$ cat src/rtl/spi_status_pkg.sv
// Package: shared widths and types of the status-reply SPI slave.
// Assumes a byte-wide transfer; the position field fills all bits below the MSB.
package spi_status_pkg;
    localparam int BYTE_W = 8;
    localparam int POS_W  = BYTE_W - 1;
    localparam int CNT_W  = $clog2(BYTE_W + 2);

    // Sensing results supplied by the rest of the chip.
    typedef struct packed {
        logic             touched;
        logic [POS_W-1:0] pos;
        logic             is_wheel;
        logic             pol_err;
        logic             prox_only;
    } sense_t;

    // Frame state: idle, accepted and receiving, or spoiled by not-ready clocking.
    typedef enum logic [1:0] {
        FR_IDLE   = 2'd0,
        FR_ACTIVE = 2'd1,
        FR_REJECT = 2'd2
    } frame_t;
endpackage

$ cat src/rtl/spi_in_sync.sv
// Module: multi-stage synchroniser for a bundle of independent asynchronous bits.
// Assumes each bit may be sampled separately (no bus coherency needed).
// RST_VAL gives the idle level each chain resets to.
module spi_in_sync #(
    parameter int                WIDTH   = 3,
    parameter int                STAGES  = 2,
    parameter logic [WIDTH-1:0]  RST_VAL = '0
) (
    input  logic             clk,
    input  logic             rst_n,
    input  logic [WIDTH-1:0] async_in,
    output logic [WIDTH-1:0] sync_out
);
    for (genvar g = 0; g < WIDTH; g++) begin : g_bit
        logic [STAGES-1:0] chain;

        // Shift the raw pin through STAGES flops.
        always_ff @(posedge clk) begin
            if (!rst_n) chain <= {STAGES{RST_VAL[g]}};
            else        chain <= {chain[STAGES-2:0], async_in[g]};
        end

        assign sync_out[g] = chain[STAGES-1];
    end
endmodule

$ cat src/rtl/spi_status_fmt.sv
// Module: combinational builder of the fixed-format status byte.
// Touched: MSB set and position below it.
// Untouched: type flag, zero padding, then the polarity and proximity flags.
module spi_status_fmt
    import spi_status_pkg::*;
(
    input  sense_t            sense,
    output logic [BYTE_W-1:0] status
);
    // Select one of the two layouts on the touch flag.
    always_comb begin
        if (sense.touched)
            status = {1'b1, sense.pos};
        else
            status = {1'b0, sense.is_wheel, {(BYTE_W-4){1'b0}}, sense.pol_err, sense.prox_only};
    end

    always_comb begin
        if (!sense.touched)
            assert (status[BYTE_W-1] == 1'b0 && status[0] == sense.prox_only)
                else $error("p_idle_layout_r3");
    end
endmodule

$ cat src/rtl/spi_frame_engine.sv
// Module: frame control, shift registers and command latch.
// Assumes synchronised select, SCLK and MOSI levels. It detects edges itself,
// shifts MISO out on falling SCLK and samples MOSI on rising SCLK.
// A frame spoiled by not-ready clocking is rejected until select rises.
module spi_frame_engine
    import spi_status_pkg::*;
(
    input  logic              clk,
    input  logic              rst_n,
    input  logic              ss_n_s,
    input  logic              sclk_s,
    input  logic              mosi_s,
    input  logic              ready,
    input  logic [BYTE_W-1:0] status,
    output logic              miso,
    output logic [BYTE_W-1:0] cmd_byte,
    output logic              cmd_valid,
    output logic              frame_err
);
    logic              ss_d, sclk_d;
    logic              ss_fall, ss_rise, sclk_rise, sclk_fall;
    frame_t            st;
    logic [CNT_W-1:0]  bit_cnt;
    logic [BYTE_W-1:0] rx_q, tx_q, cmd_q;
    logic              valid_q, ferr_q;

    // Keep one-cycle-old copies of the synchronised levels.
    always_ff @(posedge clk) begin
        if (!rst_n) begin
            ss_d   <= 1'b1;
            sclk_d <= 1'b0;
        end else begin
            ss_d   <= ss_n_s;
            sclk_d <= sclk_s;
        end
    end

    assign ss_fall   = ss_d & ~ss_n_s;
    assign ss_rise   = ~ss_d & ss_n_s;
    assign sclk_rise = sclk_s & ~sclk_d;
    assign sclk_fall = ~sclk_s & sclk_d;

    // Frame sequencing, bit counting, shifting and command latch.
    always_ff @(posedge clk) begin
        if (!rst_n) begin
            st      <= FR_IDLE;
            bit_cnt <= '0;
            rx_q    <= '0;
            tx_q    <= '0;
            cmd_q   <= '0;
            valid_q <= 1'b0;
            ferr_q  <= 1'b0;
        end else begin
            valid_q <= 1'b0;
            ferr_q  <= 1'b0;
            if (ss_fall) begin
                st      <= FR_ACTIVE;
                bit_cnt <= '0;
                tx_q    <= status;
            end else if (ss_rise) begin
                if (st == FR_ACTIVE && bit_cnt == CNT_W'(BYTE_W)) begin
                    cmd_q   <= rx_q;
                    valid_q <= 1'b1;
                end
                st      <= FR_IDLE;
                bit_cnt <= '0;
            end else if (st == FR_IDLE) begin
                bit_cnt <= '0;
            end else begin
                if (sclk_rise) begin
                    if (!ready) begin
                        ferr_q <= 1'b1;
                        st     <= FR_REJECT;
                    end else if (st == FR_ACTIVE && bit_cnt <= CNT_W'(BYTE_W)) begin
                        rx_q    <= {rx_q[BYTE_W-2:0], mosi_s};
                        bit_cnt <= bit_cnt + 1'b1;
                    end
                end
                if (sclk_fall)
                    tx_q <= {tx_q[BYTE_W-2:0], 1'b0};
            end
        end
    end

    assign miso      = tx_q[BYTE_W-1];
    assign cmd_byte  = cmd_q;
    assign cmd_valid = valid_q;
    assign frame_err = ferr_q;

    // the outgoing shifter only moves at a frame start or a falling SCLK edge.
    p_tx_hold_r1: assert property (@(posedge clk) disable iff (!rst_n)
        (!ss_fall && !sclk_fall) |=> $stable(tx_q));

    // command strobe lasts exactly one cycle.
    p_valid_single_r5: assert property (@(posedge clk) disable iff (!rst_n)
        valid_q |=> !valid_q);

    // the bit counter never runs past one beyond a byte.
    p_cnt_bound_r6: assert property (@(posedge clk) disable iff (!rst_n)
        bit_cnt <= CNT_W'(BYTE_W + 1));

    // an error pulse always leaves the frame rejected.
    p_err_rejects_r7: assert property (@(posedge clk) disable iff (!rst_n)
        ferr_q |-> st == FR_REJECT);

    // a rejected frame never yields a command.
    p_no_cmd_rejected_r7: assert property (@(posedge clk) disable iff (!rst_n)
        (st == FR_REJECT) |=> !valid_q);
endmodule

$ cat src/rtl/spi_wdog.sv
// Module: watchdog on over-long frames.
// Counts system cycles while select is low and gives a single pulse when LIMIT
// is reached. Assumes the synchronised select level. Saturates until select rises.
module spi_wdog #(
    parameter int LIMIT = 3_000_000
) (
    input  logic clk,
    input  logic rst_n,
    input  logic ss_n_s,
    output logic req
);
    localparam int CW = $clog2(LIMIT + 1);

    logic [CW-1:0] cnt;

    // Count the frame length and fire once at the limit.
    always_ff @(posedge clk) begin
        if (!rst_n || ss_n_s) begin
            cnt <= '0;
            req <= 1'b0;
        end else if (cnt < CW'(LIMIT)) begin
            cnt <= cnt + 1'b1;
            req <= (cnt == CW'(LIMIT - 1));
        end else begin
            req <= 1'b0;
        end
    end

    // the request is a single-cycle pulse.
    p_req_single_r8: assert property (@(posedge clk) disable iff (!rst_n)
        req |=> !req);

    // the request only follows a cycle with select low.
    p_req_in_frame_r8: assert property (@(posedge clk) disable iff (!rst_n)
        req |-> $past(!ss_n_s));
endmodule

$ cat src/rtl/spi_status_slave.sv
// Module: top of the full-duplex SPI slave with a pipelined status reply.
// Synchronises the host lines and builds the status byte from the sensing
// inputs. Connects the frame engine and the frame-length watchdog.
// Assumes the sensing inputs and ready are in the clk domain.
module spi_status_slave
    import spi_status_pkg::*;
#(
    parameter int SYNC_STAGES = 2,
    parameter int WDOG_CYCLES = 3_000_000
) (
    input  logic             clk,
    input  logic             rst_n,
    input  logic             sclk,
    input  logic             ss_n,
    input  logic             mosi,
    output logic             miso,
    input  logic             ready,
    input  logic             touched,
    input  logic [POS_W-1:0] position,
    input  logic             is_wheel,
    input  logic             pol_err,
    input  logic             prox_only,
    output logic [BYTE_W-1:0] cmd_byte,
    output logic             cmd_valid,
    output logic             frame_err,
    output logic             wdog_reset_req
);
    logic [2:0]        pins_s;
    sense_t            sense;
    logic [BYTE_W-1:0] status;

    spi_in_sync #(.WIDTH(3), .STAGES(SYNC_STAGES), .RST_VAL(3'b100)) u_sync (
        .clk(clk), .rst_n(rst_n),
        .async_in({ss_n, sclk, mosi}),
        .sync_out(pins_s)
    );

    assign sense = '{touched: touched, pos: position, is_wheel: is_wheel,
                     pol_err: pol_err, prox_only: prox_only};

    spi_status_fmt u_fmt (.sense(sense), .status(status));

    spi_frame_engine u_eng (
        .clk(clk), .rst_n(rst_n),
        .ss_n_s(pins_s[2]), .sclk_s(pins_s[1]), .mosi_s(pins_s[0]),
        .ready(ready), .status(status),
        .miso(miso), .cmd_byte(cmd_byte), .cmd_valid(cmd_valid),
        .frame_err(frame_err)
    );

    spi_wdog #(.LIMIT(WDOG_CYCLES)) u_wdog (
        .clk(clk), .rst_n(rst_n), .ss_n_s(pins_s[2]), .req(wdog_reset_req)
    );
endmodule

$ cat config.mk
export PLATFORM = sky130hd
export DESIGN_NAME = spi_status_slave
export DESIGN_NICKNAME = d
export VERILOG_FILES = /design/src/rtl/spi_status_pkg.sv /design/src/rtl/spi_in_sync.sv /design/src/rtl/spi_status_fmt.sv /design/src/rtl/spi_frame_engine.sv /design/src/rtl/spi_wdog.sv /design/src/rtl/spi_status_slave.sv
export SDC_FILE = /design/constraint.sdc
export NUM_CORES = 1
export LEC_CHECK = 0
export BUFFER_PORTS_ARGS = -buffer_cell sky130_fd_sc_hd__buf_2
export CAP_MARGIN = 40
export CELL_PAD_IN_SITES_DETAIL_PLACEMENT = 1
export CELL_PAD_IN_SITES_GLOBAL_PLACEMENT = 1
export CORE_MARGIN = 2
export CORE_UTILIZATION = 41
export DETAILED_ROUTE_END_ITERATION = 10
export GPL_ROUTABILITY_DRIVEN = 1
export HOLD_SLACK_MARGIN = 0.12
export PLACE_DENSITY = 0.87
export SLEW_MARGIN = 20
export SYNTH_ARGS = -nofsm -noshare
export SYNTH_HDL_FRONTEND = slang
export SYNTH_HIERARCHICAL = 1
export SYNTH_SLANG_ARGS = --single-unit
$ cat constraint.sdc
create_clock -name clk -period 1.7 [get_ports clk]
set_clock_uncertainty 0.1 [all_clocks]
set_input_delay 0.425 -clock clk [delete_from_list [all_inputs] [get_ports clk]]
set_output_delay 0.425 -clock clk [all_outputs]
set_load 0.005 [all_outputs]
**Word-level counts from Yosys, hierarchy flattened**

Index checks and enable logic that the tools add are counted.

- $add $sub $neg: 2
- Multipliers: 0
- Divide/modulo/power cells: 0
- Magnitude comparators: 2
- Eq/ne operators: 7
- Shift operators: 0
- Mux-type cells: 12
- Bitwise operators: 15
- Reductions and logical operators: 18

Operator list:

| operator | count |
|---|---|
| $mux W8 | 5 |
| $add A22 B1 Y22 const B | 1 |
| $eq A22 B22 Y1 const B | 1 |
| $lt A22 B22 Y1 const B | 1 |
| $reduce_and A3 Y1 | 5 |
| $not A1 Y1 | 11 |
| $mux W1 | 7 |
| $ne A3 B1 Y1 const B | 2 |
| $reduce_and A6 Y1 | 1 |
| $reduce_or A3 Y1 | 2 |
| $reduce_or A5 Y1 | 1 |
| $add A4 B1 Y4 const B | 1 |
| $and A1 B1 Y1 | 4 |
| $eq A4 B4 Y1 const B | 1 |
| $le A4 B4 Y1 const B | 1 |
| $ne A2 B1 Y1 const B | 2 |
| $reduce_or A4 Y1 | 1 |
| $reduce_bool A3 Y1 | 1 |
| $eq A2 B1 Y1 const B | 1 |
| $logic_and A1 B1 Y1 | 2 |
| $logic_not A2 Y1 | 1 |
| $reduce_bool A2 Y1 | 1 |
| $reduce_or A2 Y1 | 1 |
| $logic_not A1 Y1 | 1 |
| $logic_or A1 B1 Y1 | 1 |

- Bits in registers: 63
- Bits in latches: 0
- Memory bits (writable): 0
- Memory bits (read-only): 0
- Output and inout bits: 12
- Memories: 0

**Logic depth before layout (Yosys ltp)**

- Word-level depth: 6
- Mapped depth: 7
- Mapped depth without buffers: 6

**Cells and area by module**

Netlist, hierarchy kept.

By module, submodules not included:

| module | instances | cells each | area an instance (um^2) | seq. area each (um^2) |
|---|---|---|---|---|
| spi_frame_engine | 1 | 142 | 1456.4 | 680.7 |
| spi_wdog | 1 | 139 | 1232.4 | 460.4 |
| spi_in_sync | 1 | 15 | 180.2 | 120.1 |
| spi_status_fmt | 1 | 8 | 71.3 | 0.0 |

**Worst setup path before layout**

Ideal clock, no wire load.

- Path type: register -> register
- Start: reg u_wdog.cnt[0]
- End: reg u_wdog.cnt[18]
- Data arrival time: 1.546 ns
- Slack: -0.073 ns
- Stages on the path, launching flop included: 7
- Buffers on the path: 0
- Period minus slack after synthesis: 1.773 ns
- Cells stage by stage: dfxtp_1 ha_1 nand4_1 o21bai_1 a2111oi_2 xnor2_1 nor2_1

- Word-level cells in the longest chain between the ends: 1
- Elaborated cells between the ends (all ways): 2

Ends and longest elaborated chain:

| what | line | source |
|---|---|---|
| start: declaration | spi_wdog.sv:14 | `logic [CW-1:0] cnt;` |
| start signal: assignment | spi_wdog.sv:22 | `cnt <= cnt + 1'b1;` |
| $add A22 B1 Y22 / $lt A22 B22 Y1 (equally long branches) | spi_wdog.sv:22, spi_wdog.sv:21 |  |

Parallel ways exist; a longest one is shown, timed or not.
A chain may end at the register's enable or synchronous reset.

**Worst setup path in the final report**

- Start: reg u_wdog.cnt[18]
- End: reg u_wdog.cnt[9]

- Word-level cells in the longest chain between the ends: 1

Ends and longest elaborated chain:

| what | line | source |
|---|---|---|
| $lt A22 B22 Y1 | spi_wdog.sv:21 | `end else if (cnt < CW'(LIMIT)) begin` |

Every way passes these cells.

==> run summary <==
- **result of the run** complete, but fails checks
- **violations in the final reports** negative setup slack
- **number of hold buffers added after cts** 0
- **reg2reg start** u_wdog/cnt[18]
- **count of buffers inserted at the top-level ports** 28
- **number of antenna-violating nets in the routed design** 0
- **Critical Path AT** 2150 ps
- **most frequent cells in the layout** sky130_fd_sc_hd__buf_4, sky130_fd_sc_hd__dfxtp_1, sky130_fd_sc_hd__buf_2
- **required time of the critical path** 1820 ps
- **diodes inserted** 0
- **number of enable-type register cells in the synthesized netlist** 0
- **smallest hold slack** 174.0 ps
- **number of CTS-inserted buffers** 9
- **top cell type's share of synthesized area** 42.89%
- **first-pass GRT wire length** 15,990 um
- **top achievable clock speed** 492.3 MHz
- **number of pins with negative max-slew slack in the final report** 0
- **GRT overflow** 0
- **CTS tree** yes
- **Avg WL per Cell** 25.29 um
- **pin count of the biggest net entering global routing** 26
- **Global Route met1 Usage** 28.51%
- **net count of the mapped netlist** 326
- **drt drc** 0
- **slack of the critical path** -331.2 ps
- **number of library cell types mapped by synthesis** 56
- **synthesis-to-layout area growth** 45.36%
- **DR pass1 iterations** 4
- **maximum buffer depth of the clock tree** 2
- **most common library cell in the layout ignoring fill and taps** sky130_fd_sc_hd__buf_4
- **Top FF cell, synth** sky130_fd_sc_hd__dfxtp_1
- **setup slack, reg-to-reg** -330 ps
- **Max-Slew Margin vs Limit** 64.46%
- **via count of the first global-routing pass** 2,991
- **Setup Viol. Count Final** 46
- **Vias/cell** 5.761
- **minimum clock period after layout** 2031 ps
- **final instance area** 4274 um2
- **critical path endpoint category** flop
- **RSZ-0062 raised after global routing** yes
- **number of synthesis warnings** 6
- **Crit path largest cell delay** 400 ps
- **last element of the critical path** u_wdog/cnt[9]
- **die width** 88.69 um
- **number of levels the H-tree was split into** 3
- **Die Ht** 88.69 um
- **kind of start point of the critical path** flop
- **clock-pin slew reported for the worst setup and hold paths after clock tree synthesis** 100 ps
- **CP cell instances** buf_6, nand4b_1, nor4_4, buf_6, a2111oi_4, buf_4, xnor2_2, nor2_1
- **type of the most critical hold path** in2reg
- **leakage power summed over all cells** 1.610 nW
- **detailed placement HPWL** 5394 um
- **grt met3 use** 7.369%
- **layout cell share with drive strength beyond 1** 46.77%
- **first-iteration detailed-routing DRC count** 208
- **total power per unit cell area** 663.8 nW/um2
- **placed cell area** 3440 um2
- **summed instance area of the synthesized netlist** 2940 um2
- **ports placed on the boundary** 29
- **Max FO, Critical Path** 6
- **Floorplan Core Area** 6869 um2
- **number of antenna violations at the first check in global routing** 0
- **Crit Reg-Reg Endpoint** u_wdog/cnt[9]
- **FFs w/ async S/R, synth** 0%
- **routing layer with the top usage in global route** met2
- **Mapped Cells** 304
- **leading area contributor after synthesis** sky130_fd_sc_hd__dfxtp_1
- **Initial Utilization** 42.81%
- **met2 Resource Use GR** 49.53%
- **# Max-Cap Violations** 0
- **mean post-synth cell area** 9.672 um2
- **routability congestion estimate from global placement** 0.8398
- **number of synthesized register bits** 63
- **Peak supply drop** 0.6450 mV
- **Seq/Total Area, Yosys** 42.89%
- **root cell of the clock tree** sky130_fd_sc_hd__clkbuf_8
- **clock latency at the later pin of the worst-skew pair** 360 ps
- **cell type of the slowest stage on the worst timing path** sky130_fd_sc_hd__dfxtp_4
- **Final Cycle Share** 119.5%
- **total track usage** 27.45%
- **area of the die** 7865 um2
- **crit path launch** u_wdog/cnt[18]
- **wire length after detailed routing** 12,590 um
- **Site Rows** 30
- **most numerous cell on the critical path** sky130_fd_sc_hd__buf_6
- **endpoints failing hold** 0
- **r2r worst-path depth** 8
- **via count** 2,869
- **category of the critical setup timing path** reg2reg
- **TritonCTS sink count** 63
- **actual slew at the worst max-slew pin** 532.5 ps
- **# nets final** 419
- **cells taking the most area after synthesis** sky130_fd_sc_hd__dfxtp_1, sky130_fd_sc_hd__mux2i_1, sky130_fd_sc_hd__xnor2_1
-- state kept, by name, summed over array words and instances (netlist names), 2 cells and up --
register,cells
u_eng/cmd_byte,8
u_wdog/cnt,22
u_eng/bit_cnt,4
u_eng/st,2
u_eng/rx_q,8
u_eng/tx_q,8
u_sync/g_bit.chain,6
-- how the worst min path moves through the flow --
stage / depth (start not counted) / slack (ps) / to / from
final: 2 / 170 / u_sync/g_bit[2].chain[0] / ss_n
after global routing: 2 / 170 / u_sync/g_bit[2].chain[0] / ss_n
after CTS: 2 / 160 / u_sync/g_bit[2].chain[0] / ss_n
after detailed placement: 1 / 320 / u_sync/g_bit[1].chain[1] / u_sync/g_bit[1].chain[0]
after global placement: 1 / 320 / u_sync/g_bit[1].chain[1] / u_sync/g_bit[1].chain[0]
after floorplan: 1 / 290 / u_sync/g_bit[2].chain[1] / u_sync/g_bit[2].chain[0]
-- Yosys cell counts, types with 3 or more instances --
| cell | n |
|---|---|
| sky130_fd_sc_hd__buf_2 | 3 |
| sky130_fd_sc_hd__mux2_2 | 3 |
| sky130_fd_sc_hd__nand2_1 | 23 |
| sky130_fd_sc_hd__o21ai_0 | 9 |
| sky130_fd_sc_hd__a21boi_1 | 7 |
| sky130_fd_sc_hd__a31oi_1 | 4 |
| sky130_fd_sc_hd__nand2b_1 | 4 |
| sky130_fd_sc_hd__nor2_1 | 26 |
| sky130_fd_sc_hd__and2_2 | 4 |
| sky130_fd_sc_hd__ha_1 | 5 |
| sky130_fd_sc_hd__nand3_1 | 8 |
| sky130_fd_sc_hd__and3_1 | 4 |
| sky130_fd_sc_hd__nor2b_1 | 11 |
| sky130_fd_sc_hd__dfxtp_1 | 63 |
| sky130_fd_sc_hd__buf_4 | 5 |
| sky130_fd_sc_hd__mux2i_1 | 18 |
| sky130_fd_sc_hd__xnor2_1 | 16 |
| sky130_fd_sc_hd__a32oi_1 | 7 |
| sky130_fd_sc_hd__a2111oi_2 | 5 |
| sky130_fd_sc_hd__a211oi_1 | 6 |
| sky130_fd_sc_hd__nand4_1 | 4 |
| sky130_fd_sc_hd__nor3_1 | 3 |
| sky130_fd_sc_hd__inv_1 | 12 |
| sky130_fd_sc_hd__clkbuf_1 | 7 |
| sky130_fd_sc_hd__a21oi_1 | 4 |
| sky130_fd_sc_hd__and2_1 | 5 |
-- per-layer routing --
metal	vias to the layer above	wire length [um]
met1	1463	5154
met3	35	528
met2	108	6404
met5	-	0
met4	0	507
li1	1263	-
-- critical path: cells and delay by family, from the launching register on --
kind	cells	cell delay, ps
xor gates and xnor gates	1	180
AOI/OAI and AO/OA	1	110
buffers and inverters	3	520
DFF	1	400
and+or+nand+nor	3	580
-- what timing repair did --
item,in CTS,in global routing
pin swaps,14,26
gates resized for setup,61,32
setup buffers,10,18
cloned,0,1
endpoints found under the setup margin,25,49
hold endpoints to repair,0,0
-- where the power goes --
part / switching (mW) / internal [mW]
registers: 0.00964 / 1.49
logic: 0.0710 / 0.0568
clock network: 0.685 / 0.529
-- metrics by stage --
stage               std cells  setup TNS (ps)  utilization, %  setup slack, ps  total power [mW]
detailed placement        455           -1626           50.07           -313.6             1.643
CTS                       480          -278.1           57.85           -43.57             2.772
finish                    498           -6987           62.22           -331.2             2.837
global route              498           -9929           62.22           -412.5             2.899
floorplan                 304          -62.54               -           -57.51             1.601
global placement          455          -70.33           50.07           -60.15             1.640
-- cells by family after synthesis --
kind of cell	count (synthesis)	synth area share [%]
flops	63	42.89
compound gates	60	16.89
fa+ha+maj	5	2.128
simple gates	109	20.85
buf+inv	30	5.191
xor+xnor	16	4.766
mux	21	7.276
-- area by class of cell --
class                   count  area [um2]
multi-input cells         211        1859
clock inverters             7       50.05
inverters                  12       48.80
flip-flops and latches     63        1284
fillers                   752        2595
repair buffers            100       788.3
clock buffers               9       123.9
well taps                  96       120.1
(Power assumes the default switching activity.)
